==> src/rtl/boot_pkg.sv <==
package boot_pkg;
  localparam logic [7:0] CMD_PING     = 8'h20;
  localparam logic [7:0] CMD_OPEN     = 8'h21;
  localparam logic [7:0] CMD_CLOSE    = 8'h22;
  localparam logic [7:0] CMD_STATUS   = 8'h23;
  localparam logic [7:0] CMD_WR_FLASH = 8'h24;
  localparam logic [7:0] CMD_WR_RAM   = 8'h26;
  localparam logic [7:0] CMD_ERASE    = 8'h28;
  localparam logic [7:0] CMD_VERSION  = 8'h2F;

  localparam logic [7:0] ST_NONE     = 8'h00;
  localparam logic [7:0] ST_OK       = 8'h40;
  localparam logic [7:0] ST_BAD_CSUM = 8'h4B;
  localparam logic [7:0] ST_BAD_LEN  = 8'h4C;
  localparam logic [7:0] ST_BAD_CMD  = 8'h4D;
  localparam logic [7:0] ST_NO_FILE  = 8'h4E;
  localparam logic [7:0] ST_MISMATCH = 8'h4F;
  localparam logic [7:0] ST_BAD_TYPE = 8'h50;

  localparam logic [7:0] ACK_CODE  = 8'hCC;
  localparam logic [7:0] NACK_CODE = 8'h33;

  typedef enum logic [1:0] {RSP_ACK, RSP_NACK, RSP_STAT} rsp_kind_t;

  typedef struct packed {
    logic        len_err;
    logic        csum_ok;
    logic        streamed;
    logic [7:0]  cmd;
    logic [31:0] ftype;
  } frame_info_t;

  function automatic logic is_write(input logic [7:0] c);
    return (c == CMD_WR_FLASH) || (c == CMD_WR_RAM);
  endfunction

  function automatic logic is_known(input logic [7:0] c);
    return (c == CMD_PING) || (c == CMD_OPEN) || (c == CMD_CLOSE) ||
           (c == CMD_STATUS) || is_write(c) || (c == CMD_ERASE) ||
           (c == CMD_VERSION);
  endfunction
endpackage

==> src/rtl/frame_rx.sv <==
module frame_rx
  import boot_pkg::*;
#(
  parameter logic [7:0] SYNC_BYTE = 8'hAA,
  parameter int         MAX_LEN   = 256,
  localparam int        LW        = $clog2(MAX_LEN + 1)
) (
  input  logic          clk,
  input  logic          rst_n,
  input  logic [7:0]    rx_byte,
  input  logic          rx_valid,
  input  logic          rx_break,
  input  logic          file_open,
  output logic [7:0]    pl_data,
  output logic          pl_valid,
  output logic          pl_tag,
  output logic          done,
  output frame_info_t   info,
  output logic [LW-1:0] plen
);
  typedef enum logic [2:0] {S_HUNT, S_LHI, S_LLO, S_CSUM, S_PAY} rx_st_t;

  rx_st_t         st_q;
  logic           armed_q;
  logic [7:0]     len_hi_q, csum_q, sum_q, cmd_q;
  logic [LW-1:0]  rem_q, idx_q;
  logic [31:0]    ftype_q;
  logic           stream_q, tag_q;

  logic [15:0]    flen;
  logic [7:0]     sum_nx, cmd_nx;
  logic [31:0]    ftype_nx;
  logic           stream_nx, in_window;

  assign flen = {len_hi_q, rx_byte};

  always_comb begin
    sum_nx    = sum_q + rx_byte;
    cmd_nx    = (idx_q == '0) ? rx_byte : cmd_q;
    stream_nx = (idx_q == '0) ? (is_write(rx_byte) && file_open) : stream_q;
    in_window = ((cmd_q == CMD_OPEN)  && (idx_q >= LW'(5)) && (idx_q <= LW'(8))) ||
                ((cmd_q == CMD_CLOSE) && (idx_q >= LW'(1)) && (idx_q <= LW'(4)));
    ftype_nx  = (idx_q != '0 && in_window) ? {ftype_q[23:0], rx_byte} : ftype_q;
  end

  always_ff @(posedge clk or negedge rst_n) begin
    if (!rst_n) begin
      st_q     <= S_HUNT;
      armed_q  <= 1'b0;
      len_hi_q <= '0;
      csum_q   <= '0;
      sum_q    <= '0;
      cmd_q    <= '0;
      rem_q    <= '0;
      idx_q    <= '0;
      ftype_q  <= '0;
      stream_q <= 1'b0;
      tag_q    <= 1'b0;
      pl_data  <= '0;
      pl_valid <= 1'b0;
      pl_tag   <= 1'b0;
      done     <= 1'b0;
      info     <= '0;
      plen     <= '0;
    end else begin
      pl_valid <= 1'b0;
      done     <= 1'b0;
      if (rx_break) begin
        armed_q <= 1'b1;
        st_q    <= S_HUNT;
      end else if (rx_valid && armed_q) begin
        unique case (st_q)
          S_HUNT: if (rx_byte == SYNC_BYTE) st_q <= S_LHI;
          S_LHI: begin
            len_hi_q <= rx_byte;
            st_q     <= S_LLO;
          end
          S_LLO: begin
            if (flen < 16'd3 || flen > 16'(MAX_LEN)) begin
              done         <= 1'b1;
              info         <= '0;
              info.len_err <= 1'b1;
              st_q         <= S_HUNT;
            end else begin
              rem_q <= LW'(flen - 16'd2);
              st_q  <= S_CSUM;
            end
          end
          S_CSUM: begin
            csum_q  <= rx_byte;
            sum_q   <= '0;
            idx_q   <= '0;
            ftype_q <= '0;
            st_q    <= S_PAY;
          end
          S_PAY: begin
            sum_q    <= sum_nx;
            cmd_q    <= cmd_nx;
            stream_q <= stream_nx;
            ftype_q  <= ftype_nx;
            idx_q    <= idx_q + 1'b1;
            rem_q    <= rem_q - 1'b1;
            if (idx_q == '0) begin
              tag_q <= (rx_byte == CMD_WR_RAM);
            end else if (stream_q) begin
              pl_valid <= 1'b1;
              pl_data  <= rx_byte;
              pl_tag   <= tag_q;
            end
            if (rem_q == LW'(1)) begin
              done          <= 1'b1;
              info.len_err  <= 1'b0;
              info.csum_ok  <= (sum_nx == csum_q);
              info.streamed <= stream_nx;
              info.cmd      <= cmd_nx;
              info.ftype    <= ftype_nx;
              plen          <= idx_q + 1'b1;
              st_q          <= S_HUNT;
            end
          end
          default: st_q <= S_HUNT;
        endcase
      end
    end
  end

  AST_UNARMED_QUIET: assert property (@(posedge clk) disable iff (!rst_n)
    !armed_q |=> (!pl_valid && !done));

  AST_PAY_BOUND: assert property (@(posedge clk) disable iff (!rst_n)
    (st_q == S_PAY) |-> (idx_q < LW'(MAX_LEN - 2)));
endmodule

==> src/rtl/cmd_tracker.sv <==
module cmd_tracker
  import boot_pkg::*;
#(
  parameter int         MAX_LEN    = 256,
  parameter logic [7:0] VERSION_ID = 8'h11,
  localparam int        LW         = $clog2(MAX_LEN + 1)
) (
  input  logic          clk,
  input  logic          rst_n,
  input  logic          done,
  input  frame_info_t   info,
  input  logic [LW-1:0] plen,
  output logic          file_open,
  output logic [1:0]    file_slot,
  output logic          rsp_req,
  output rsp_kind_t     rsp_kind,
  output logic [7:0]    rsp_byte,
  output logic          pl_end,
  output logic          pl_good
);
  logic [7:0] status_q, st_new;
  logic       upd, do_open, do_close, type_ok;

  assign type_ok = (info.ftype >= 32'd4) && (info.ftype <= 32'd7);

  always_comb begin
    st_new   = ST_OK;
    upd      = 1'b1;
    do_open  = 1'b0;
    do_close = 1'b0;
    rsp_byte = 8'h00;
    if (info.len_err)        st_new = ST_BAD_LEN;
    else if (!info.csum_ok)  st_new = ST_BAD_CSUM;
    else if (!is_known(info.cmd)) st_new = ST_BAD_CMD;
    else begin
      unique case (info.cmd)
        CMD_OPEN: begin
          if (plen != LW'(17)) st_new = ST_BAD_LEN;
          else if (!type_ok)   st_new = ST_BAD_TYPE;
          else                 do_open = 1'b1;
        end
        CMD_CLOSE: begin
          if (plen != LW'(5))  st_new = ST_BAD_LEN;
          else if (!file_open) st_new = ST_NO_FILE;
          else if (!type_ok || info.ftype[1:0] != file_slot) st_new = ST_MISMATCH;
          else                 do_close = 1'b1;
        end
        CMD_WR_FLASH, CMD_WR_RAM: if (!info.streamed) st_new = ST_NO_FILE;
        CMD_STATUS: begin
          upd      = 1'b0;
          rsp_byte = status_q;
        end
        CMD_VERSION: begin
          upd      = 1'b0;
          rsp_byte = VERSION_ID;
        end
        default: st_new = ST_OK;
      endcase
    end
    if (!upd)                rsp_kind = RSP_STAT;
    else if (st_new == ST_OK) rsp_kind = RSP_ACK;
    else                     rsp_kind = RSP_NACK;
  end

  assign rsp_req = done;
  assign pl_end  = done && info.streamed && !info.len_err;
  assign pl_good = info.csum_ok;

  always_ff @(posedge clk or negedge rst_n) begin
    if (!rst_n) begin
      status_q  <= ST_NONE;
      file_open <= 1'b0;
      file_slot <= '0;
    end else if (done) begin
      if (upd) status_q <= st_new;
      if (do_open) begin
        file_open <= 1'b1;
        file_slot <= info.ftype[1:0];
      end else if (do_close) begin
        file_open <= 1'b0;
      end
    end
  end

  AST_QUERY_KEEPS_STATUS: assert property (@(posedge clk) disable iff (!rst_n)
    (done && !info.len_err && info.csum_ok && info.cmd == CMD_STATUS) |=> $stable(status_q));

  AST_CLOSE_NEEDS_OPEN: assert property (@(posedge clk) disable iff (!rst_n)
    (!file_open && !(done && info.cmd == CMD_OPEN)) |=> !file_open);
endmodule

==> src/rtl/resp_gen.sv <==
module resp_gen
  import boot_pkg::*;
(
  input  logic       clk,
  input  logic       rst_n,
  input  logic       req,
  input  rsp_kind_t  kind,
  input  logic [7:0] sbyte,
  output logic [7:0] rsp_data,
  output logic       rsp_valid,
  input  logic       rsp_ready
);
  rsp_kind_t  kind_q;
  logic [7:0] byte_q, code;
  logic [2:0] pos_q, last;
  logic       busy_q;

  assign last      = (kind_q == RSP_STAT) ? 3'd3 : 3'd4;
  assign code      = (kind_q == RSP_ACK) ? ACK_CODE : NACK_CODE;
  assign rsp_valid = busy_q;

  always_comb begin
    rsp_data = 8'h00;
    if (kind_q == RSP_STAT) begin
      unique case (pos_q)
        3'd1:       rsp_data = 8'h03;
        3'd2, 3'd3: rsp_data = byte_q;
        default:    rsp_data = 8'h00;
      endcase
    end else begin
      unique case (pos_q)
        3'd1:       rsp_data = 8'h04;
        3'd2, 3'd4: rsp_data = code;
        default:    rsp_data = 8'h00;
      endcase
    end
  end

  always_ff @(posedge clk or negedge rst_n) begin
    if (!rst_n) begin
      busy_q <= 1'b0;
      kind_q <= RSP_ACK;
      byte_q <= '0;
      pos_q  <= '0;
    end else if (!busy_q) begin
      if (req) begin
        busy_q <= 1'b1;
        kind_q <= kind;
        byte_q <= sbyte;
        pos_q  <= '0;
      end
    end else if (rsp_ready) begin
      if (pos_q == last) busy_q <= 1'b0;
      else               pos_q  <= pos_q + 1'b1;
    end
  end

  AST_RSP_HOLD: assert property (@(posedge clk) disable iff (!rst_n)
    (rsp_valid && !rsp_ready) |=> (rsp_valid && $stable(rsp_data)));

  AST_POS_RANGE: assert property (@(posedge clk) disable iff (!rst_n)
    busy_q |-> (pos_q <= 3'd4));
endmodule

==> src/rtl/boot_frame_parser.sv <==
module boot_frame_parser
  import boot_pkg::*;
#(
  parameter logic [7:0] SYNC_BYTE  = 8'hAA,
  parameter int         MAX_LEN    = 256,
  parameter logic [7:0] VERSION_ID = 8'h11
) (
  input  logic       clk,
  input  logic       rst_n,
  input  logic [7:0] rx_byte,
  input  logic       rx_valid,
  input  logic       rx_break,
  output logic [7:0] pl_data,
  output logic       pl_valid,
  output logic       pl_tag,
  output logic       pl_end,
  output logic       pl_good,
  output logic [7:0] rsp_data,
  output logic       rsp_valid,
  input  logic       rsp_ready,
  output logic       file_open,
  output logic [1:0] file_slot
);
  localparam int LW = $clog2(MAX_LEN + 1);

  logic          done, rsp_req;
  frame_info_t   info;
  logic [LW-1:0] plen;
  rsp_kind_t     rsp_kind;
  logic [7:0]    rsp_byte;

  frame_rx #(.SYNC_BYTE(SYNC_BYTE), .MAX_LEN(MAX_LEN)) i_rx (
    .clk(clk), .rst_n(rst_n), .rx_byte(rx_byte), .rx_valid(rx_valid),
    .rx_break(rx_break), .file_open(file_open), .pl_data(pl_data),
    .pl_valid(pl_valid), .pl_tag(pl_tag), .done(done), .info(info), .plen(plen)
  );

  cmd_tracker #(.MAX_LEN(MAX_LEN), .VERSION_ID(VERSION_ID)) i_trk (
    .clk(clk), .rst_n(rst_n), .done(done), .info(info), .plen(plen),
    .file_open(file_open), .file_slot(file_slot), .rsp_req(rsp_req),
    .rsp_kind(rsp_kind), .rsp_byte(rsp_byte), .pl_end(pl_end), .pl_good(pl_good)
  );

  resp_gen i_rsp (
    .clk(clk), .rst_n(rst_n), .req(rsp_req), .kind(rsp_kind), .sbyte(rsp_byte),
    .rsp_data(rsp_data), .rsp_valid(rsp_valid), .rsp_ready(rsp_ready)
  );
endmodule

==> config.mk <==
export PLATFORM = sky130hd
export DESIGN_NAME = boot_frame_parser
export DESIGN_NICKNAME = d
export VERILOG_FILES = /design/src/rtl/boot_pkg.sv /design/src/rtl/frame_rx.sv /design/src/rtl/cmd_tracker.sv /design/src/rtl/resp_gen.sv /design/src/rtl/boot_frame_parser.sv
export SDC_FILE = /design/constraint.sdc
export NUM_CORES = 1
export LEC_CHECK = 0
export CAP_MARGIN = 25
export CORE_MARGIN = 3
export CORE_UTILIZATION = 38
export DETAILED_ROUTE_END_ITERATION = 8
export MAX_ROUTING_LAYER = met4
export SLEW_MARGIN = 40
export SYNTH_ARGS = -nofsm -noshare
export SYNTH_HDL_FRONTEND = slang
export SYNTH_HIERARCHICAL = 1
export SYNTH_SLANG_ARGS = --single-unit
==> constraint.sdc <==
create_clock -name clk -period 3.4 [get_ports clk]
set_clock_uncertainty 0.2 [all_clocks]
set_input_delay 0.51 -clock clk [delete_from_list [all_inputs] [get_ports clk]]
set_output_delay 0.51 -clock clk [all_outputs]
set_load 0.005 [all_outputs]
# Word level (Yosys, flattened, before mapping)
# Cells that the tools add are included.
# totals
regBits	176
latchBits	0
ram_bits	0
romBits	0
inputBits	13
out_inout_bits	24
elab_cells	206
n_memories	0
# classes
addsub	5
n_mul	0
n_div	0
magnitude_cmp	8
n_eq_ne	36
shift	0
muxes	75
bitwise_logic	3
n_reduce_logical	51
# ops
op	count
$eq A8 B6 Y1 const B	12
$mux W8	12
$mux W43	2
$pmux W43 S2	1
$pmux W32 S2	1
$pmux W8 S2	4
$pmux W9 S2	2
$mux W1	34
$ge A32 B3 Y1 const B	1
$le A32 B3 Y1 const B	1
$mux W32	1
$mux W3	9
$pmux W8 S3	1
$reduce_and A3 Y1	6
$gt A16 B9 Y1 const B	1
$lt A16 B2 Y1 const B	1
$pmux W3 S5	1
$eq A3 B2 Y1 const B	4
$reduce_and A4 Y1	3
$logic_or A1 B1 Y1	11
$logic_and A1 B1 Y1	10
$reduce_and A5 Y1	2
$reduce_bool A2 Y1	5
$add A9 B1 Y9 const B	1
35 further kinds	52

# Logic depth before layout (Yosys ltp)
# logic_depth
word_depth	14
mapped_depth	10

# Modules after synthesis
# The synthesis kept the hierarchy.
# by_module_without_submodules
module	n_inst	cells_per_inst	area_each_um2	seq_area_each_um2
frame_rx	1	686	7268.2	3778.6
resp_gen	1	88	874.6	350.3
cmd_tracker	1	104	833.3	225.2

# Worst setup path after synthesis
# No wires, ideal clock.
# synth_timing
path_kind	input -> register
from	input rx_byte[1]
to	register i_rx/info[41] (netlist name)
arrival_ps	2717
required_ps	3108
slack_ps	391
cell_stages	9
path_cell_list	clkbuf_1 -> inv_1 -> fa_1 -> xor3_1 -> o31ai_1 -> or4_1 -> nor4_1 -> o2111ai_1 -> o31ai_2
# synth_between
elab_chain_cells	4
elab_cells_between_ends	9
classes_between	1 x add/sub; 2 x order compare; 2 x eq/ne; 2 x mux; 2 x reduce/logical
# synth_lines
element	line_no	rtl
start, declared	boot_frame_parser.sv:10	input logic [7:0] rx_byte,
$add A8 B8 Y8, or another cell as far along	frame_rx.sv:38	sum_nx = sum_q + rx_byte;
$eq A8 B8 Y1 / $logic_or A1 B1 Y1 (equally long branches)	frame_rx.sv:113, frame_rx.sv:79	
$mux W43 / $ne A2 B1 Y1 (equally long branches)	n/a	
$pmux W43 S2 / $reduce_and A5 Y1 (equally long branches)	n/a	
# Several ways; a longest one is shown, not always the timed one. The select of a mux whose other input is x is not followed.
# A chain may end at the register's enable or synchronous reset.

# Worst setup path in the final report
# layout_timing
from	input rx_byte[0]
to	register i_rx/info[41] (netlist name)
# layout_between
elab_chain_cells	4
elab_cells_between_ends	9
classes_between	1 x add/sub; 2 x order compare; 2 x eq/ne; 2 x mux; 2 x reduce/logical
# layout_lines
element	line_no
$add A8 B8 Y8, or another cell as far along	frame_rx.sv:38
$eq A8 B8 Y1 / $logic_or A1 B1 Y1 (equally long branches)	frame_rx.sv:113, frame_rx.sv:79
$mux W43 / $ne A2 B1 Y1 (equally long branches)	n/a
$pmux W43 S2 / $reduce_and A5 Y1 (equally long branches)	n/a
# Several ways; a longest one is shown, not always the timed one. The select of a mux whose other input is x is not followed.

==> flow_summary.toml <==
[status]
status = "completed"

[sta]
worst_pin_slew_ns = 0.6564
holdWs_ns = 0.2692
period_share_pct = 89.44
hold_viol = 0
worst_slack_ns = 0.3590
period_minus_slack_ns = 3.041
rsz0062_at_grt = "false"
timing.slew.headroom_pct = 56.24
setup_violations = 0
drv_slew = 0
fmax_ghz = 0.3288
fin_setup_tns_ns = 0

[logic_synthesis]
yosys_warnings = 6
synth_edf_count = 0
syn_inst = 878
yosysSeqAreaShare_pct = 48.51
synth_ff_type = "dfrtp_1"
yosysTopAreaCell = "dfrtp_1"
synth_seq_cells = 174
synthTopCellsByArea = "dfrtp_1, nand2_1, o21ai_0"
synth.avg_cell_area_um2 = 10.22
syn_area_um2 = 8976
synth_top_cell_area_share_pct = 48.51
ys_async_sr_fraction_pct = 100.0
synth.distinct_cells = 82

[cells_and_area]
layout.nets = 950
syn2layout_area_growth_pct = 15.82
antenna_cells = 0
fill_cells = 2196
final_layout_size_suffix_gt1_share_pct = 13.95

[power_and_ir_drop]
leakagePower_nw = 4.635
irDropWorstVdd_uv = 281.9
p_seq_share_pct = 46.3
power_density_nw_per_um2 = 444.2
p_int_mw = 3.498
power.share.combinational_pct = 9.2
swShare_pct = 24.27
total_power_mw = 4.618
switchingPower_mw = 1.121
pwr-share-clk_pct = 44.5

[worst_setup_path]
crit_chain = "clkdlybuf4s50_1 -> ha_1 -> inv_1 -> fa_1 -> xor3_1 -> o31ai_1 -> or4_1 -> nor4_1 -> o2111ai_1 -> o31ai_2"
critPathBufInv = 2
critPathKind = "in -> reg"
start_kind = "primary input"
cp_top_family = "simple AND/OR/NAND/NOR gates"
crit_path_end_kind = "flip-flop"
crit_required_ns = 3.54
r2r_end = "i_rx/info[41]"
slowest_stage = "clkdlybuf4s50_1"
worst-path-max-fanout = 2
regToRegSetupSlack_ns = 0.60
critPathCapture = "i_rx/info[41]"
arrival_ns = 3.18
crit_path_start = "rx_byte[0]"
reg2regPathDepth = 9
r2r_start = "i_rx/sum_q[0]"
crit_path_max_incr_delay_ns = 0.49
worst-path-stages = 10

[grt]
grt_pass1_vias = 6678
antenna_found_initial = 0
grt_pass1_wl_mm = 34.73
grt_max_degree = 71
grt.total_usage_pct = 16.99
grt_overflow_total = 0

[floorplanning]
die_h_um = 159.7
fp.dieArea_um2 = 25500
io_pins = 37
die_w_um = 159.7
core_area_um2 = 22920
start_util_pct = 39.17
rows = 55

[drt]
num_vias = 6678
drc = 0
dr.pass1.iters = 5
via_per_inst = 5.364
ant_nets = 0
routed_wl_mm = 20.46
drtIter0Drc = 366
post_drt_wl_per_cell_um = 16.43

[cts]
htree_levels = 4
clkSinkCount = 174
clk_pin_slew_ns = 0.07
cts_hold_buffers = 1
cts_buffer_depth = 2
cts_buffers = 17
cts-root-buf = "clkbuf_16"
cts_tree = "built"
cts_resized = 0
worstSkewPairLatency_ns = 0.43
cts_setup_buffers = 0

[hold_path]
hp-start = "i_trk/status_q[6]"
hold_class = "reg -> reg"

[placed_design]
place_congestion = 0.8321
dp_hpwl_mm = 13.96
dp_slack_ns = -0.08569
port-buffer-count = 36

[flow_run]
drv_cap = 0
-- per-stage QoR --
stage	instances	util, %	cell area, um2
3_5_place_dp	1212	42.62	9766
3_3_place_gp	1212	42.60	9763
2_1_floorplan	879	-	8980
4_1_cts	1245	45.37	10400
6_report	1245	45.37	10400
5_1_grt	1245	45.37	10400
-- layer usage --
metal / global-route usage [%] / part of all wire [%] / vias up
li1: - / - / 3264
met1: 23.98 / 51 / 3296
met2: 25.38 / 44 / 99
met3: 3.294 / 3.2 / 19
met4: 4.099 / 1.3 / 0
met5: - / 0 / -
-- how the worst min path moves through the flow --
stage,endpoint,cells past startpoint
after floorplan,i_rsp/byte_q[0],0
after global placement,i_trk/status_q[6],1
after detailed placement,i_trk/status_q[6],1
after CTS,i_trk/status_q[6],1
after global routing,i_trk/status_q[6],1
final,i_trk/status_q[6],1
-- placed cells by master, fill, tap and decap left out, types with 5 or more instances in the layout --
cell / instances
ha_1: 17
o21ai_0: 80
clkdlybuf4s50_1: 35
a31oi_1: 5
and3_1: 17
o21ai_1: 13
o211ai_1: 5
nand2b_1: 6
inv_1: 20
a21o_1: 7
nor4_1: 15
nand3b_1: 5
nor2_1: 40
or2_2: 6
mux2i_1: 38
nor3_1: 5
a21oi_1: 21
nand2_1: 126
o22ai_1: 6
nor2b_1: 8
mux2_2: 35
clkbuf_16: 17
dfrtp_1: 174
or3_1: 5
xnor2_1: 15
buf_4: 35
nand3_1: 16
a22o_1: 37
nand4_1: 12
clkinv_4: 6
xor2_1: 6
-- worst register-to-register path, stage by stage, from the launching register on --
cell,delay [ns]
dfrtp_1,0.35
ha_1,0.17
inv_1,0.06
fa_1,0.39
xor3_1,0.39
o31ai_1,0.06
or4_1,0.39
nor4_1,0.34
o2111ai_1,0.18
o31ai_2,0.19
-- power groups by stage --
stage | registers, mW | logic, mW | clock network [mW]
after floorplan | 2.15 | 0.243 | 0
after global placement | 2.18 | 0.426 | 0
final | 2.14 | 0.426 | 2.05
after CTS | 2.14 | 0.432 | 2.10
after detailed placement | 2.18 | 0.429 | 0
after global routing | 2.15 | 0.474 | 2.19
-- sequential cells by signal, indices dropped and copies added, names as in the netlist, 9 cells and up --
signal and count:
i_rx/ftype_q 32, i_rx/idx_q 9, i_rx/info 43, i_rx/plen 9, i_rx/rem_q 9
-- cells in the mapped netlist (4+ instances only) --
| library cell | n |
|---|---|
| nor4_1 | 15 |
| a211oi_1 | 4 |
| nand3b_1 | 5 |
| a31oi_1 | 5 |
| inv_1 | 20 |
| a21o_1 | 7 |
| nand4_1 | 12 |
| buf_4 | 8 |
| o211ai_1 | 5 |
| a21oi_1 | 21 |
| nor3_1 | 5 |
| dfrtp_1 | 174 |
| mux2_2 | 35 |
| o21ai_1 | 13 |
| or2_2 | 6 |
| o21ai_0 | 80 |
| a22o_1 | 37 |
| buf_2 | 11 |
| or3_1 | 5 |
| buf_6 | 5 |
| nor2b_1 | 9 |
| nor3b_1 | 4 |
| mux2i_1 | 38 |
| xnor2_1 | 15 |
| nand3_1 | 16 |
| xor2_1 | 6 |
| nand2_1 | 126 |
| o22ai_1 | 6 |
| ha_1 | 17 |
| nand2b_1 | 6 |
| o31ai_1 | 4 |
| clkbuf_1 | 27 |
| and3_1 | 17 |
| nor2_1 | 40 |
-- layout make-up --
class	instances	area, um2	share of cell area (%)
flip-flops and latches	174	4354	41.88
multi-input cells	631	4277	41.14
repair buffers	74	674.4	6.487
clock buffers	19	442.9	4.260
well taps	313	391.6	3.767
clock inverters	13	177.7	1.709
inverters	21	78.83	0.7582
-- cells by family after synthesis --
| logic type | share of synthesized area (%) |
|---|---|
| AO/OA/AOI/OAI | 15.97 |
| XOR/XNOR | 2.830 |
| adder cells (fa/ha/maj) | 2.718 |
| buffers and inverters | 4.014 |
| flip-flops | 48.51 |
| multiplexers | 9.005 |
| other | 0.04178 |
| AND/OR/NAND/NOR | 16.91 |
Power figures use the tool's default switching activity.
